--- config.mk ---
export PLATFORM = sky130hd
export DESIGN_NAME = rng_periph
export DESIGN_NICKNAME = d
export VERILOG_FILES = /design/src/rtl/rng_pkg.sv /design/src/rtl/rng_lfsr.sv /design/src/rtl/rng_cadence.sv /design/src/rtl/rng_periph.sv
export SDC_FILE = /design/constraint.sdc
export NUM_CORES = 1
export LEC_CHECK = 0
export CAP_MARGIN = 20
export CELL_PAD_IN_SITES_DETAIL_PLACEMENT = 1
export CELL_PAD_IN_SITES_GLOBAL_PLACEMENT = 1
export CORE_MARGIN = 2
export CORE_UTILIZATION = 44
export CTS_BUF_LIST = sky130_fd_sc_hd__clkbuf_4 sky130_fd_sc_hd__clkbuf_8
export DETAILED_ROUTE_END_ITERATION = 8
export DONT_BUFFER_PORTS = 1
export GPL_TIMING_DRIVEN = 0
export PLACE_DENSITY_LB_ADDON = 0.1
export SKIP_LAST_GASP = 1
export SYNTH_ARGS = -nofsm -noshare
export SYNTH_HDL_FRONTEND = slang
export SYNTH_HIERARCHICAL = 1
export SYNTH_SLANG_ARGS = --single-unit
--- constraint.sdc ---
create_clock -name clk -period 2.27 [get_ports clk]
set_input_delay 0.5675 -clock clk [delete_from_list [all_inputs] [get_ports clk]]
set_output_delay 0.5675 -clock clk [all_outputs]
set_load 0.03 [all_outputs]
--- src/rtl/rng_pkg.sv ---
package rng_pkg;
  localparam int unsigned ADDR_W = 12;

  localparam logic [ADDR_W-1:0] OFS_GO     = 12'h000;
  localparam logic [ADDR_W-1:0] OFS_HALT   = 12'h004;
  localparam logic [ADDR_W-1:0] OFS_FLAG   = 12'h100;
  localparam logic [ADDR_W-1:0] OFS_AUTO   = 12'h200;
  localparam logic [ADDR_W-1:0] OFS_IEN    = 12'h300;
  localparam logic [ADDR_W-1:0] OFS_ISET   = 12'h304;
  localparam logic [ADDR_W-1:0] OFS_ICLR   = 12'h308;
  localparam logic [ADDR_W-1:0] OFS_MODE   = 12'h504;
  localparam logic [ADDR_W-1:0] OFS_SAMPLE = 12'h508;

  function automatic logic [31:0] galois_step(input logic [31:0] s, input logic [31:0] taps);
    return s[0] ? ((s >> 1) ^ taps) : (s >> 1);
  endfunction

  function automatic int unsigned us_to_cycles(input int unsigned us, input int unsigned mhz);
    return us * mhz;
  endfunction
endpackage

--- src/rtl/rng_lfsr.sv ---
module rng_lfsr #(
  parameter logic [31:0] SEED = 32'hACE1_2468,
  parameter logic [31:0] TAPS = 32'h8020_0003
) (
  input  logic        clk,
  input  logic        rst_n,
  output logic [31:0] state_o
);
  import rng_pkg::*;

  always_ff @(posedge clk) begin
    if (!rst_n) state_o <= SEED;
    else        state_o <= galois_step(state_o, TAPS);
  end

  AST_LFSR_NONZERO: assert property (@(posedge clk) disable iff (!rst_n)
    state_o != 32'd0);
endmodule

--- src/rtl/rng_cadence.sv ---
module rng_cadence #(
  parameter int unsigned RAW_CYC  = 167,
  parameter int unsigned FILT_CYC = 660,
  localparam int unsigned MAX_CYC = (FILT_CYC > RAW_CYC) ? FILT_CYC : RAW_CYC,
  localparam int unsigned CNT_W   = (MAX_CYC < 2) ? 1 : $clog2(MAX_CYC)
) (
  input  logic clk,
  input  logic rst_n,
  input  logic run_i,
  input  logic arm_i,
  input  logic filt_i,
  output logic fire_o
);
  localparam logic [CNT_W-1:0] RAW_LAST  = CNT_W'(RAW_CYC - 1);
  localparam logic [CNT_W-1:0] FILT_LAST = CNT_W'(FILT_CYC - 1);

  logic [CNT_W-1:0] cnt;
  logic [CNT_W-1:0] last;

  assign last   = filt_i ? FILT_LAST : RAW_LAST;
  assign fire_o = run_i && !arm_i && (cnt >= last);

  always_ff @(posedge clk) begin
    if (!rst_n)                        cnt <= '0;
    else if (arm_i || !run_i || fire_o) cnt <= '0;
    else                               cnt <= cnt + 1'b1;
  end

  AST_IDLE_NO_FIRE: assert property (@(posedge clk) disable iff (!rst_n)
    !run_i |-> !fire_o);
  AST_ARM_CLEARS: assert property (@(posedge clk) disable iff (!rst_n)
    arm_i |=> cnt == '0);
endmodule

--- src/rtl/rng_periph.sv ---
module rng_periph #(
  parameter int unsigned CLK_MHZ   = 16,
  parameter int unsigned RAW_US    = 167,
  parameter int unsigned FILT_US   = 660,
  parameter logic [31:0] LFSR_SEED = 32'hACE1_2468,
  parameter logic [31:0] LFSR_TAPS = 32'h8020_0003
) (
  input  logic        clk,
  input  logic        rst_n,
  input  logic        bus_valid,
  input  logic        bus_write,
  input  logic [11:0] bus_addr,
  input  logic [31:0] bus_wdata,
  output logic [31:0] bus_rdata,
  input  logic        hw_start_i,
  input  logic        hw_stop_i,
  output logic        ready_pulse_o,
  output logic        irq_o
);
  import rng_pkg::*;

  localparam int unsigned RAW_CYC  = us_to_cycles(RAW_US, CLK_MHZ);
  localparam int unsigned FILT_CYC = us_to_cycles(FILT_US, CLK_MHZ);

  logic        run, flag, auto_halt, ien, filt;
  logic [7:0]  sample;
  logic [31:0] lfsr;
  logic        wr, start_any, stop_any, fire;

  assign wr        = bus_valid && bus_write;
  assign start_any = (wr && bus_addr == OFS_GO   && bus_wdata == 32'd1) || hw_start_i;
  assign stop_any  = (wr && bus_addr == OFS_HALT && bus_wdata == 32'd1) || hw_stop_i;

  rng_lfsr #(.SEED(LFSR_SEED), .TAPS(LFSR_TAPS)) u_lfsr (
    .clk(clk), .rst_n(rst_n), .state_o(lfsr)
  );

  rng_cadence #(.RAW_CYC(RAW_CYC), .FILT_CYC(FILT_CYC)) u_cadence (
    .clk(clk), .rst_n(rst_n), .run_i(run), .arm_i(start_any),
    .filt_i(filt), .fire_o(fire)
  );

  always_ff @(posedge clk) begin
    if (!rst_n) begin
      run           <= 1'b0;
      flag          <= 1'b0;
      auto_halt     <= 1'b0;
      ien           <= 1'b0;
      filt          <= 1'b0;
      sample        <= 8'd0;
      ready_pulse_o <= 1'b0;
    end else begin
      ready_pulse_o <= fire;
      if (fire) sample <= lfsr[7:0];

      if (stop_any)                run <= 1'b0;
      else if (start_any)          run <= 1'b1;
      else if (fire && auto_halt)  run <= 1'b0;

      if (fire)                                                flag <= 1'b1;
      else if (wr && bus_addr == OFS_FLAG && bus_wdata == '0)  flag <= 1'b0;

      if (wr && bus_addr == OFS_AUTO) auto_halt <= bus_wdata[0];
      if (wr && bus_addr == OFS_MODE) filt      <= bus_wdata[0];

      if (wr && bus_addr == OFS_IEN)                       ien <= bus_wdata[0];
      else if (wr && bus_addr == OFS_ISET && bus_wdata[0]) ien <= 1'b1;
      else if (wr && bus_addr == OFS_ICLR && bus_wdata[0]) ien <= 1'b0;
    end
  end

  always_comb begin
    bus_rdata = '0;
    if (bus_valid && !bus_write) begin
      case (bus_addr)
        OFS_FLAG:                     bus_rdata = {31'd0, flag};
        OFS_AUTO:                     bus_rdata = {31'd0, auto_halt};
        OFS_IEN, OFS_ISET, OFS_ICLR:  bus_rdata = {31'd0, ien};
        OFS_MODE:                     bus_rdata = {31'd0, filt};
        OFS_SAMPLE:                   bus_rdata = {24'd0, sample};
        default:                      bus_rdata = '0;
      endcase
    end
  end

  assign irq_o = ien && flag;

  AST_PULSE_NEEDS_RUN: assert property (@(posedge clk) disable iff (!rst_n)
    ready_pulse_o |-> $past(run));
  AST_PULSE_ONE_CYCLE: assert property (@(posedge clk) disable iff (!rst_n)
    ready_pulse_o |=> !ready_pulse_o);
  AST_PULSE_SETS_FLAG: assert property (@(posedge clk) disable iff (!rst_n)
    ready_pulse_o |-> flag);
  AST_SAMPLE_HOLDS: assert property (@(posedge clk) disable iff (!rst_n)
    !ready_pulse_o |-> $stable(sample));
  AST_AUTO_HALTS: assert property (@(posedge clk) disable iff (!rst_n)
    (ready_pulse_o && $past(auto_halt) && !$past(start_any)) |-> !run);
  AST_STOP_WINS: assert property (@(posedge clk) disable iff (!rst_n)
    stop_any |=> !run);
endmodule

-- After elaboration in Yosys (flattened, before gate mapping)
Cells that the tools add are included.
- bits in registers: 60
- input bits: 50
- output and inout port bits: 34
- $add $sub $neg: 1
- magnitude comparators: 1
- equality and inequality tests: 9
- mux-type cells: 11
- bitwise gates (word level): 2
- reduce and logical (&&, ||, !) cells: 34
- operators with widths (cell ; number):
    12-bit by 10-bit == test with 1-bit output (second input constant) ; 4
    8-bit one-hot mux with 5 select lines ; 1
    32-bit by 1-bit == test with 1-bit output (second input constant) ; 1
    32-bit logical NOT ; 1
    32-bit two-way mux ; 1
    12-bit by 11-bit == test with 1-bit output (second input constant) ; 2
    1-bit logical AND ; 19
    14-bit by 1-bit adder with 14-bit output (second input constant) ; 1
    14-bit greater-or-equal comparator ; 1
    14-bit two-way mux ; 1
    12-bit by 3-bit == test with 1-bit output (second input constant) ; 1
    12-bit by 9-bit == test with 1-bit output (second input constant) ; 1
    12-bit logical NOT ; 1
    8-bit two-way mux ; 1
    1-bit two-way mux ; 7
    1-bit logical OR ; 4
    3-bit NOT with 4-bit output ; 1
    2-bit nonzero test ; 2
    2-bit OR reduction ; 2
    1-bit logical NOT ; 3
    3-bit nonzero test ; 1
    3-bit OR reduction ; 1
    1-bit NOT ; 1

-- Depth between registers and ports, before layout
Gate-level depths: netlist of the first run.
- depth after elaboration: 10
- gate-level depth with buffers: 9
- gate-level depth less buffers: 9

-- Cells and area by module
The synthesis of the first run kept the hierarchy.
- modules (own cells, without submodules) (module ; times used ; cells each ; area an instance (um^2) ; seq. area each (um^2)):
    rng_periph ; 1 ; 122 ; 1028.5 ; 280.3
    rng_lfsr ; 1 ; 70 ; 879.6 ; 640.6
    rng_cadence ; 1 ; 84 ; 740.7 ; 280.3

-- Worst setup path before layout of the first run
OpenSTA, ideal clock, no wires.
- path kind: register to register
- start point: register filt
- end point: register run
- arrival: 2.141 ns
- required time: 2.154 ns
- path slack: 0.013 ns
- stages on the path, launching flop included: 10
- clock period less this slack: 2.257 ns
- cell sequence: dfxtp_1 -> inv_1 -> ha_1 -> nand4bb_1 -> nor4b_1 -> nor3b_1 -> nor3b_1 -> buf_4 -> a21boi_0 -> o211a_1
- longest elaborated chain between the ends: 5
- ends and longest elaborated chain (what ; RTL line ; source):
    start: declaration ; rng_periph.sv:25 ; logic run, flag, auto_halt, ien, filt;
    start signal: assignment ; rng_periph.sv:64 ; if (wr && bus_addr == OFS_MODE) filt <= bus_wdata[0];
    14-bit two-way mux ; rng_cadence.sv:20 ; assign last = filt_i ? FILT_LAST : RAW_LAST;
    14-bit greater-or-equal comparator ; rng_cadence.sv:21 ; assign fire_o = run_i && !arm_i && (cnt >= last);
    1-bit logical AND ; rng_cadence.sv:21 ;
    named net fire ; rng_periph.sv:28 ; logic wr, start_any, stop_any, fire;
    1-bit logical AND ; rng_periph.sv:58 ; else if (fire && auto_halt) run <= 1'b0;
    2-bit nonzero test (no line) ; n/a ;
    end signal: assignment ; rng_periph.sv:56 ; if (stop_any) run <= 1'b0;
    end signal: assignment ; rng_periph.sv:57 ; else if (start_any) run <= 1'b1;
    end signal: assignment ; rng_periph.sv:58 ;
    end: declaration ; rng_periph.sv:25 ;
The timed path passes the listed nets, and every way through them passes these cells.
A chain may end at the register's enable or synchronous reset.

-- Final worst setup path of the first run
Ends and elaborated chain as after synthesis.

==> results of run 1 <==
## cell type report
| class | count | area share |
|---|---|---|
| multi-input combinational | 202 | 0.442 |
| sequential | 60 | 0.372 |
| buffer | 31 | 0.0699 |
| clock buffer | 12 | 0.0491 |
| tap | 75 | 0.0290 |
| timing repair buffer | 6 | 0.0151 |
| clock inverter | 4 | 0.0147 |
| inverter | 6 | 0.00811 |
## worst max-delay path by stage
stage | from | end | slack [ns] | cells after the start
3_3_place_gp | filt | run | -0.40 | 9
4_1_cts | filt | sample[1] | 0.002 | 10
5_1_grt | filt | sample[5] | -0.20 | 10
2_1_floorplan | filt | run | 0.01 | 9
6_report | filt | run | -0.06 | 10
3_5_place_dp | filt | run | -0.44 | 9
## per-layer routing
| metal | vias to the layer above | track usage | wire length [um] |
|---|---|---|---|
| met1 | 902 | 0.221 | 2530 |
| met3 | 12 | 0.0593 | 385 |
| li1 | 973 | - | - |
| met4 | 0 | 0.0883 | 110 |
| met2 | 73 | 0.311 | 2900 |
| met5 | - | 0 | 0 |
## synthesized netlist by cell type (all sizes together), types with 3 or more instances
| master | number |
|---|---|
| xnor2 | 12 |
| nor2 | 23 |
| nand2b | 12 |
| a21oi | 4 |
| buf | 29 |
| mux2i | 10 |
| and2 | 29 |
| ha | 6 |
| nand2 | 8 |
| nor3 | 5 |
| xor2 | 3 |
| dfxtp | 60 |
| nand4 | 5 |
| nor4 | 13 |
| nand3 | 6 |
| inv | 6 |
| nor2b | 14 |
## kinds of logic after synthesis
logic type      after synthesis  synth area share
fa+ha+maj                     6            0.0283
flops                        60             0.453
buf+inv                      37            0.0926
other cells                   1           0.00142
simple gates                129             0.287
compound gates               18            0.0501
xor+xnor                     15            0.0496
mux                          10            0.0378
## state kept, by name, summed over array words and instances (netlist names)
name	count
flag	1
run	1
filt	1
u_cadence/cnt	14
auto_halt	1
sample	8
ready_pulse_o	1
u_lfsr/state_o	32
ien	1
## critical path: stages, from the launching register on
cell and delay, ns:
dfxtp_4 0.38, clkinvlp_4 0.19, ha_4 0.34, nand4bb_4 0.14, nor4b_4 0.35, nor3b_2 0.09
nor3b_2 0.17, buf_4 0.16, buf_6 0.13, a21boi_1 0.07, o211a_1 0.21
## power groups by stage
| stage | logic, mW | clock network (mW) | registers [mW] |
|---|---|---|---|
| 6_report | 0.159 | 0.994 | 1.11 |
| 5_1_grt | 0.176 | 1.07 | 1.12 |
| 4_1_cts | 0.156 | 1.03 | 1.11 |
| 3_5_place_dp | 0.154 | 0 | 1.14 |
| 3_3_place_gp | 0.153 | 0 | 1.14 |
| 2_1_floorplan | 0.143 | 0 | 1.13 |
## timing repair
| action | 4_1_cts | 5_1_grt |
|---|---|---|
| resized for setup | 15 | 19 |
| endpoints found under the setup margin | 22 | 29 |
| gates cloned | 1 | 0 |
| pin swaps | 2 | 9 |
| buffers inserted | 2 | 3 |
| hold buffers | 0 | 0 |
==> metrics.txt, run 1 <==
run status finished with violations; failing checks negative setup slack; largest net degree at the start of global routing 12; Setup WS pre-CTS -0.444 ns; Multi-input gate area ~1400 um2; Synth area leader dfxtp_1; Max Clk Rate ~430 MHz; dpl hpwl a little over 4000 um; Num Clock Sinks 60; clock power share 0.439; Flop pwr share 0.491; chip width 81.6 um; Post-Synthesis Cells between 200 and 300; Hold Startpoint rst_n; CTS H-tree depth 3; RSZ-0062 raised after global routing true; GRT Resource Usage Total 0.188; Yosys cell types 46; Sw Share 0.232; antenna fix cells 0; FF+latch area roughly 1200 um2; # DRC 0; CTS clk-pin slew, worst paths around 0.070 ns; final net count between 300 and 400; most common cell after layout, fill and taps aside dfxtp_1; DR WL/cell about 15 um; R2R Path Start filt; die area around 6700 um2; initial antenna violation count 0; GR Overflow Total 0; net switching power approximately 0.52 mW; register area share after synthesis 0.453; reg2reg path depth 10; Synth area leaders dfxtp_1, buf_4, and2_1, xnor2_1, mux2i_1; synthesized flop and latch total 60; synth warn 6; first-iteration detailed-routing DRC count 50; synth-to-layout area growth 22.3%; Setup WS post-layout -0.0593 ns; WHS Endpoint u_lfsr/state_o[31]; layout cells sized above 1 0.249; Post-synth EDFFs 0; WP data required 2.51 ns; Ports 84; Placed Cells ~370; WS Path Type reg2reg; CP Capture Type register; LEAKAGE about 1.3 nW; final hold vios 0; clock tree buffer depth 2; mean area per synthesized cell approximately 9.6 um2; Logic pwr share 0.070; vias in the first global route roughly 1,900; Post-Route Utilization 0.550; Starting Density 0.450; post-route cell area roughly 3200 um2; CTS tree yes; top-area cell type share of the netlist area 0.453; setup violators final 9; R2R Path End run; hold-critical path depth 1; drt pass-1 iters 4; Post-DRT Antenna Nets 0; core box area about 6000 um2; Buffers on Ports 0; ys async rst share 0; CTS root buf clkbuf_8; routed via count 1,960; Period minus WS final ~2.3 ns; Tot Pwr 2.27 mW; Die Span Y ~82 um; class of the worst hold path in2reg; Final Cycle Share 1.03; maximum VDD drop approximately 0.55 mV; final slew viol count 0; CP startpoint kind register; Fillers 698; crit-path max FO 5; reg2reg setup slack -0.06 ns; Final Skew ~0.011 ns; Routed WL roughly 6000 um; Mapped Area between 2000 and 3000 um2; clk_lat worst skew 0.34 ns; gpl congestion about 0.77; Cell Rows 28; final non-filler cell total a little under 400; WHS 0.305 ns; Num CTS Buffers 9; Data arrival, critical path between 2 and 3 ns; Primary FF master, synth dfxtp_1; Vias/cell roughly 4.9; pwr dens about 700 nW/um2; first-pass GRT wire length 9180 um; Placed Area between 2000 and 3000 um2; commonest cells after routing, fill and taps aside dfxtp_1, buf_4, conb_1, nor2_1, and2_1; setup TNS after final layout -0.209 ns; Max Cap Viol 0; cell internal pwr 1.74 mW
Power figures use the tool's default switching activity.
==> run 2: changes to the inputs <==
RECOVER_POWER = 25   (was not set)
REMOVE_ABC_BUFFERS = 1   (was not set)
==> run 2 against run 1 <==
The run now ends clean. Core utilization shrank 4.8 points. Worst setup slack gained 0.14 ns. Hold slack better by 0.0050 ns. Fmax grew 6.3%. Sequential share of layout area rose by 3.6 points. Sequential power about the same. Global-route usage is 1.8 points lower.
==> metrics.txt, run 2 (synthesis results as in run 1) <==
run status completed (was finished with violations); synth-to-layout area growth 11.6% (was 22.3%); WS Path Type in2out (was reg2reg); CP startpoint kind input port (was register); largest registers u_lfsr/state_o (32), u_cadence/cnt (14), sample (8) (unchanged); drt pass-1 iters 4 (unchanged); Ports 84 (unchanged); clk_lat worst skew 0.33 ns (was 0.34 ns); CP Capture Type output pin (was register); GR Overflow Total 0 (unchanged); Final Skew 0.00661 ns (was 0.0109 ns); maximum VDD drop 0.456 mV (was 0.549 mV); GRT Resource Usage Total 0.170 (was 0.188); number of flip-flops in the largest register 32 (unchanged); crit-path max FO 4 (was 5); cell chain of the critical path nor2_1 -> nand3_1 -> a211o_1 -> a21oi_2 (was clkinvlp_4 -> ha_4 -> nand4bb_4 -> nor4b_4 -> nor3b_2 -> nor3b_2 -> buf_4 -> buf_6 -> a21boi_1 -> o211a_1); Vias/cell 5.12 (was 4.95); Setup WS post-layout 0.0785 ns (was -0.0593 ns); cell internal pwr 1.64 mW (was 1.74 mW); Hold Startpoint rst_n (unchanged); clock tree buffer depth 2 (unchanged); dpl hpwl 3570 um (was 4040 um); Max Clk Rate 456 MHz (was 429 MHz); initial antenna violation count 0 (unchanged); # DRC 0 (unchanged); die area 6660 um2 (unchanged); CTS tree yes (unchanged); CTS root buf clkbuf_8 (unchanged); net switching power 0.521 mW (was 0.525 mW); CP peak stage delay 0.35 ns (was 0.38 ns); CTS H-tree depth 3 (unchanged); Least-Margin Pin Slew approximately 0.54 ns; Buffers on Ports 0 (unchanged); final slew viol count 0 (unchanged); Num CTS Buffers 9 (unchanged); routed via count 1,855 (was 1,960); R2R Path Start filt (unchanged); most common cell after layout, fill and taps aside dfxtp_1 (unchanged); final hold vios 0 (unchanged); post-route cell area 2960 um2 (was 3240 um2); Final Cycle Share 0.965 (was 1.03); largest net degree at the start of global routing 48 (was 12); DR WL/cell 14.5 um (was 15.0 um); WP data required 1.70 ns (was 2.51 ns); Period minus WS final 2.19 ns (was 2.33 ns); antenna fix cells 0 (unchanged); Data arrival, critical path 1.62 ns (was 2.57 ns); Post-Route Utilization 0.502 (was 0.550); first-iteration detailed-routing DRC count 37 (was 50); Max Cap Viol 0 (unchanged); setup violators final 0 (was 9); commonest cells after routing, fill and taps aside dfxtp_1, conb_1, nor2_1, and2_1, nor2b_1 (was dfxtp_1, buf_4, conb_1, nor2_1, and2_1); Placed Area 2620 um2 (was 2830 um2); core box area 5890 um2 (unchanged); Cell Rows 28 (unchanged); LEAKAGE 1.08 nW (was 1.26 nW); setup TNS after final layout 0 ns (was -0.209 ns); Max-slew headroom 0.643; first-pass GRT wire length 8450 um (was 9180 um); Logic pwr share 0.053 (was 0.070); vias in the first global route 1,823 (was 1,922); layout cells sized above 1 0.153 (was 0.249); Num Clock Sinks 60 (unchanged); RSZ-0062 raised after global routing true (unchanged); class of the worst hold path in2reg (unchanged); gpl congestion 0.742 (was 0.771); Crit-path slowest cell a21oi_2 (was dfxtp_4); Die Span Y 81.6 um (unchanged); Flop pwr share 0.513 (was 0.491); CTS Hold Bufs 0 (unchanged); Routed WL 5260 um (was 5930 um); clock power share 0.435 (was 0.439); Post-DRT Antenna Nets 0 (unchanged); Sw Share 0.241 (was 0.232); Worst setup startpoint bus_addr[11] (was filt); CTS clk-pin slew, worst paths 0.07 ns (about the same); pwr dens 733 nW/um2 (was 699 nW/um2); Setup WS pre-CTS -0.266 ns (was -0.444 ns); final net count 338 (was 372); chip width 81.6 um (unchanged); largest register by flop count u_lfsr/state_o (unchanged); Starting Density 0.450 (unchanged)
==> run 2: changes by cell type in the layout (fill, tap and decap cells not counted), moves of 2 or more <==
cell / change
clkbuf_8: -2
buf_6: -3
clkinv_4: +2
buf_4: -28
buf_2: -3
==> run 2: final timing paths <==
path                                           end  slack [ns]  depth (start not counted)
worst min register to register  u_lfsr/state_o[22]        0.41                          1
worst max-delay path                  bus_rdata[0]        0.08                          4
worst min-delay path            u_lfsr/state_o[13]        0.31                          1
worst max register to register                flag        0.14                         10
==> run 2: final cells by class <==
| class | instances | area, um2 |
|---|---|---|
| timing repair buffer | 3 | 52.6 |
| inverter | 6 | 22.5 |
| sequential | 60 | 1200 |
| clock buffer | 9 | 124 |
| tap | 75 | 93.8 |
| fill | 684 | 2930 |
| clock inverter | 7 | 76.3 |
| multi-input combinational | 202 | 1380 |
==> run 2: layer usage <==
metal / up-vias / part of all wire / GRT usage
met5: - / 0 / 0
met4: 0 / 0.015 / 0.0700
met3: 7 / 0.079 / 0.0604
met2: 78 / 0.48 / 0.288
met1: 870 / 0.43 / 0.195
li1: 900 / - / -
==> run 2: power groups by stage <==
stage          logic, mW  clock network [mW]  registers (mW)
6_report           0.114               0.942            1.11
3_3_place_gp       0.109                   0            1.14
3_5_place_dp       0.111                   0            1.14
5_1_grt            0.126                1.03            1.11
2_1_floorplan      0.103                   0            1.13
4_1_cts            0.113               0.981            1.11
==> run 2: per-stage QoR <==
stage | hold slack [ns] | cells | total power [mW]
floorplan | 0.386 | 268 | 1.23
global placement | 0.390 | 343 | 1.25
detailed placement | 0.395 | 344 | 1.25
CTS | 0.290 | 361 | 2.21
global route | 0.285 | 362 | 2.27
finish | 0.310 | 362 | 2.17
==> run 2: what timing repair did <==
| item | in CTS | in global routing |
|---|---|---|
| endpoints found under the setup margin | 21 | 30 |
| resized for setup | 12 | 12 |
| pin swaps | 1 | 7 |
| buffers inserted | 1 | 0 |
| gates cloned | 0 | 1 |
==> run 2: critical path, delay by kind of cell <==
family	cells	cell delay, ns
AO/OA/AOI/OAI	2	0.65
AND/OR/NAND/NOR	2	0.40
==> run 3: changes to the inputs <==
SETUP_SLACK_MARGIN = 0.2   (was not set)
clock period = 1.9 ns   (was 2.27 ns; I/O delays follow)
==> run 3 against run 2 <==
The flow now finishes with violations (negative setup slack). Core utilization increased by 3.1 points. Sequential cell count unchanged. Non-clock buffer count increased by 9. Critical path depth increased by 6. Via count increased by 2.2%. Clock-buffer cell count unchanged. Clock skew increased by 0.00080 ns. Largest power group unchanged.
==> metrics.txt, run 3 (synthesis results as in run 1) <==
run status finished with violations (was completed); failing checks negative setup slack; final net count 347 (was 338); Period minus WS final 2.18 ns; DR WL/cell 15.2 um (was 14.5 um); WL met2 2810 um (was 2520 um); CTS clk-pin slew, worst paths 0.07 ns (about the same); Max Cap Viol 0 (unchanged); drt pass-1 iters 4 (unchanged); Ports 84 (unchanged); Starting Density 0.450 (unchanged); Die Span Y 81.6 um (unchanged); reg2reg path depth 10 (unchanged); Num Clock Sinks 60 (unchanged); Post-DRT Antenna Nets 0 (unchanged); GRT Resource Usage Total 0.183 (was 0.170); reg2reg setup slack -0.28 ns (was 0.14 ns); Max Clk Rate approximately 460 MHz; CTS Hold Bufs 0 (unchanged); initial antenna violation count 0 (unchanged); synth-to-layout area growth 18.5% (was 11.6%); first-iteration detailed-routing DRC count 40 (was 37); largest register by flop count u_lfsr/state_o (unchanged); Final Cycle Share 1.15; R2R Path Start filt (unchanged); Num CTS Buffers 9 (unchanged); gpl congestion 0.742 (unchanged); setup violators final 19 (was 0); CTS H-tree depth 3 (unchanged); most used cell, CP nor3b_2; die area 6660 um2 (unchanged); WHS 0.218 ns (was 0.310 ns); CTS tree yes (unchanged); Fillers 666 (was 684); Vias/cell 5.11 (was 5.12); final hold vios 0 (unchanged); commonest cells after routing, fill and taps aside dfxtp_1, conb_1, nor2_1, and2_1, nor2b_1 (unchanged); hold-critical path depth 1 (unchanged); Post-Route Utilization 0.533 (was 0.502); met3 routed WL 375 um (was 414 um); vias in the first global route 1,912 (was 1,823); Hold Startpoint rst_n (unchanged); Final Skew 0.00741 ns (was 0.00661 ns); routed via count 1,895 (was 1,855); Crit-path slowest cell dfxtp_4 (was a21oi_2); largest registers u_lfsr/state_o (32), u_cadence/cnt (14), sample (8) (unchanged); maximum VDD drop 0.556 mV (was 0.456 mV); WP data required 2.12 ns (was 1.70 ns); chip width 81.6 um (unchanged); largest net degree at the start of global routing 48 (unchanged); final slew viol count 0 (unchanged); CP peak stage delay 0.40 ns (was 0.35 ns); # DRC 0 (unchanged); dpl hpwl 3570 um (unchanged); number of flip-flops in the largest register 32 (unchanged); uppermost layer routed met4 (unchanged); CP startpoint kind register (was input port); Data arrival, critical path 2.40 ns (was 1.62 ns); FF+latch area 1210 um2 (was 1200 um2); clock tree buffer depth 2 (unchanged); class of the worst hold path in2reg (unchanged); RSZ-0062 raised after global routing true (unchanged); layout cells sized above 1 0.206 (was 0.153); first-pass GRT wire length 9040 um (was 8450 um); CP Capture Type register (was output pin); antenna fix cells 0 (unchanged); Cell Rows 28 (unchanged); GR Overflow Total 0 (unchanged); WS Path Type reg2reg (was in2out); Setup WS post-layout -0.281 ns (was 0.0785 ns); Buffers on Ports 0 (unchanged); R2R Path End sample[7] (was flag); cell chain of the critical path inv_6 -> ha_4 -> nand4bb_4 -> nor4b_4 -> nor3b_2 -> nor3b_2 -> buf_6 -> buf_8 -> mux2i_1 -> nor2b_1 (was nor2_1 -> nand3_1 -> a211o_1 -> a21oi_2); LEAKAGE 1.16 nW (was 1.08 nW); WHS Endpoint u_lfsr/state_o[13] (unchanged); crit-path max FO 5 (was 4); Multi-input gate area 1470 um2 (was 1380 um2); most common cell after layout, fill and taps aside dfxtp_1 (unchanged); core box area 5890 um2 (unchanged); pwr dens 829 nW/um2 (was 733 nW/um2); Routed WL 5640 um (was 5260 um); CTS root buf clkbuf_8 (unchanged); clk_lat worst skew 0.33 ns (about the same); M1 wire length 2360 um (was 2240 um)
-- run 3: power breakdown --
part | internal [mW] | switching [mW] | total (mW)
Combinational | 0.0503 | 0.0901 | 0.140
Sequential | 1.31 | 0.0201 | 1.33
Clock | 0.611 | 0.524 | 1.14
Total | 1.97 | 0.634 | 2.60
-- run 3: worst max-delay path by stage --
stage	endpoint	depth (start not counted)	startpoint	slack [ns]
final	sample[7]	10	filt	-0.28
after global routing	sample[7]	10	filt	-0.40
after CTS	sample[6]	10	filt	-0.26
after detailed placement	sample[6]	9	filt	-0.53
after global placement	run	8	filt	-1.81
after floorplan	run	8	filt	-1.05
-- run 3: area by class of cell --
type,count,area share
repair buffers,12,0.0447
well taps,75,0.0299
inverters,6,0.00877
clock inverters,7,0.0243
multi-input cells,202,0.469
flip-flops and latches,60,0.384
clock buffers,9,0.0395
-- run 3: layer usage --
metal / up-vias / track usage
met5: - / 0
met3: 9 / 0.0593
met2: 73 / 0.300
li1: 920 / -
met1: 893 / 0.216
met4: 0 / 0.0867
-- run 3: what timing repair did --
action	in CTS	in global routing
gates resized for setup	44	7
setup buffers	6	4
gates cloned	1	0
pin swaps	12	3
endpoints found under the setup margin	33	33
-- run 3: worst max-delay path: cells and delay by family (launching register included) --
family	cells	cell delay [ns]
DFF	1	0.40
adders and majority gates	1	0.28
and+or+nand+nor	5	0.81
muxes	1	0.21
buffers and inverters	3	0.35
-- run 3: through the flow --
stage          cells  power, mW  cell area, um2  TNS [ns]  worst slack (ns)
3_5_place_dp     344       1.49            2620    -14.97            -0.531
5_1_grt          371       2.73            3140     -5.03            -0.405
3_3_place_gp     343       1.49            2610    -27.31             -1.81
4_1_cts          367       2.64            3060     -2.51            -0.263
6_report         371       2.60            3140     -3.09            -0.281
2_1_floorplan    268       1.47            2510    -13.47             -1.05
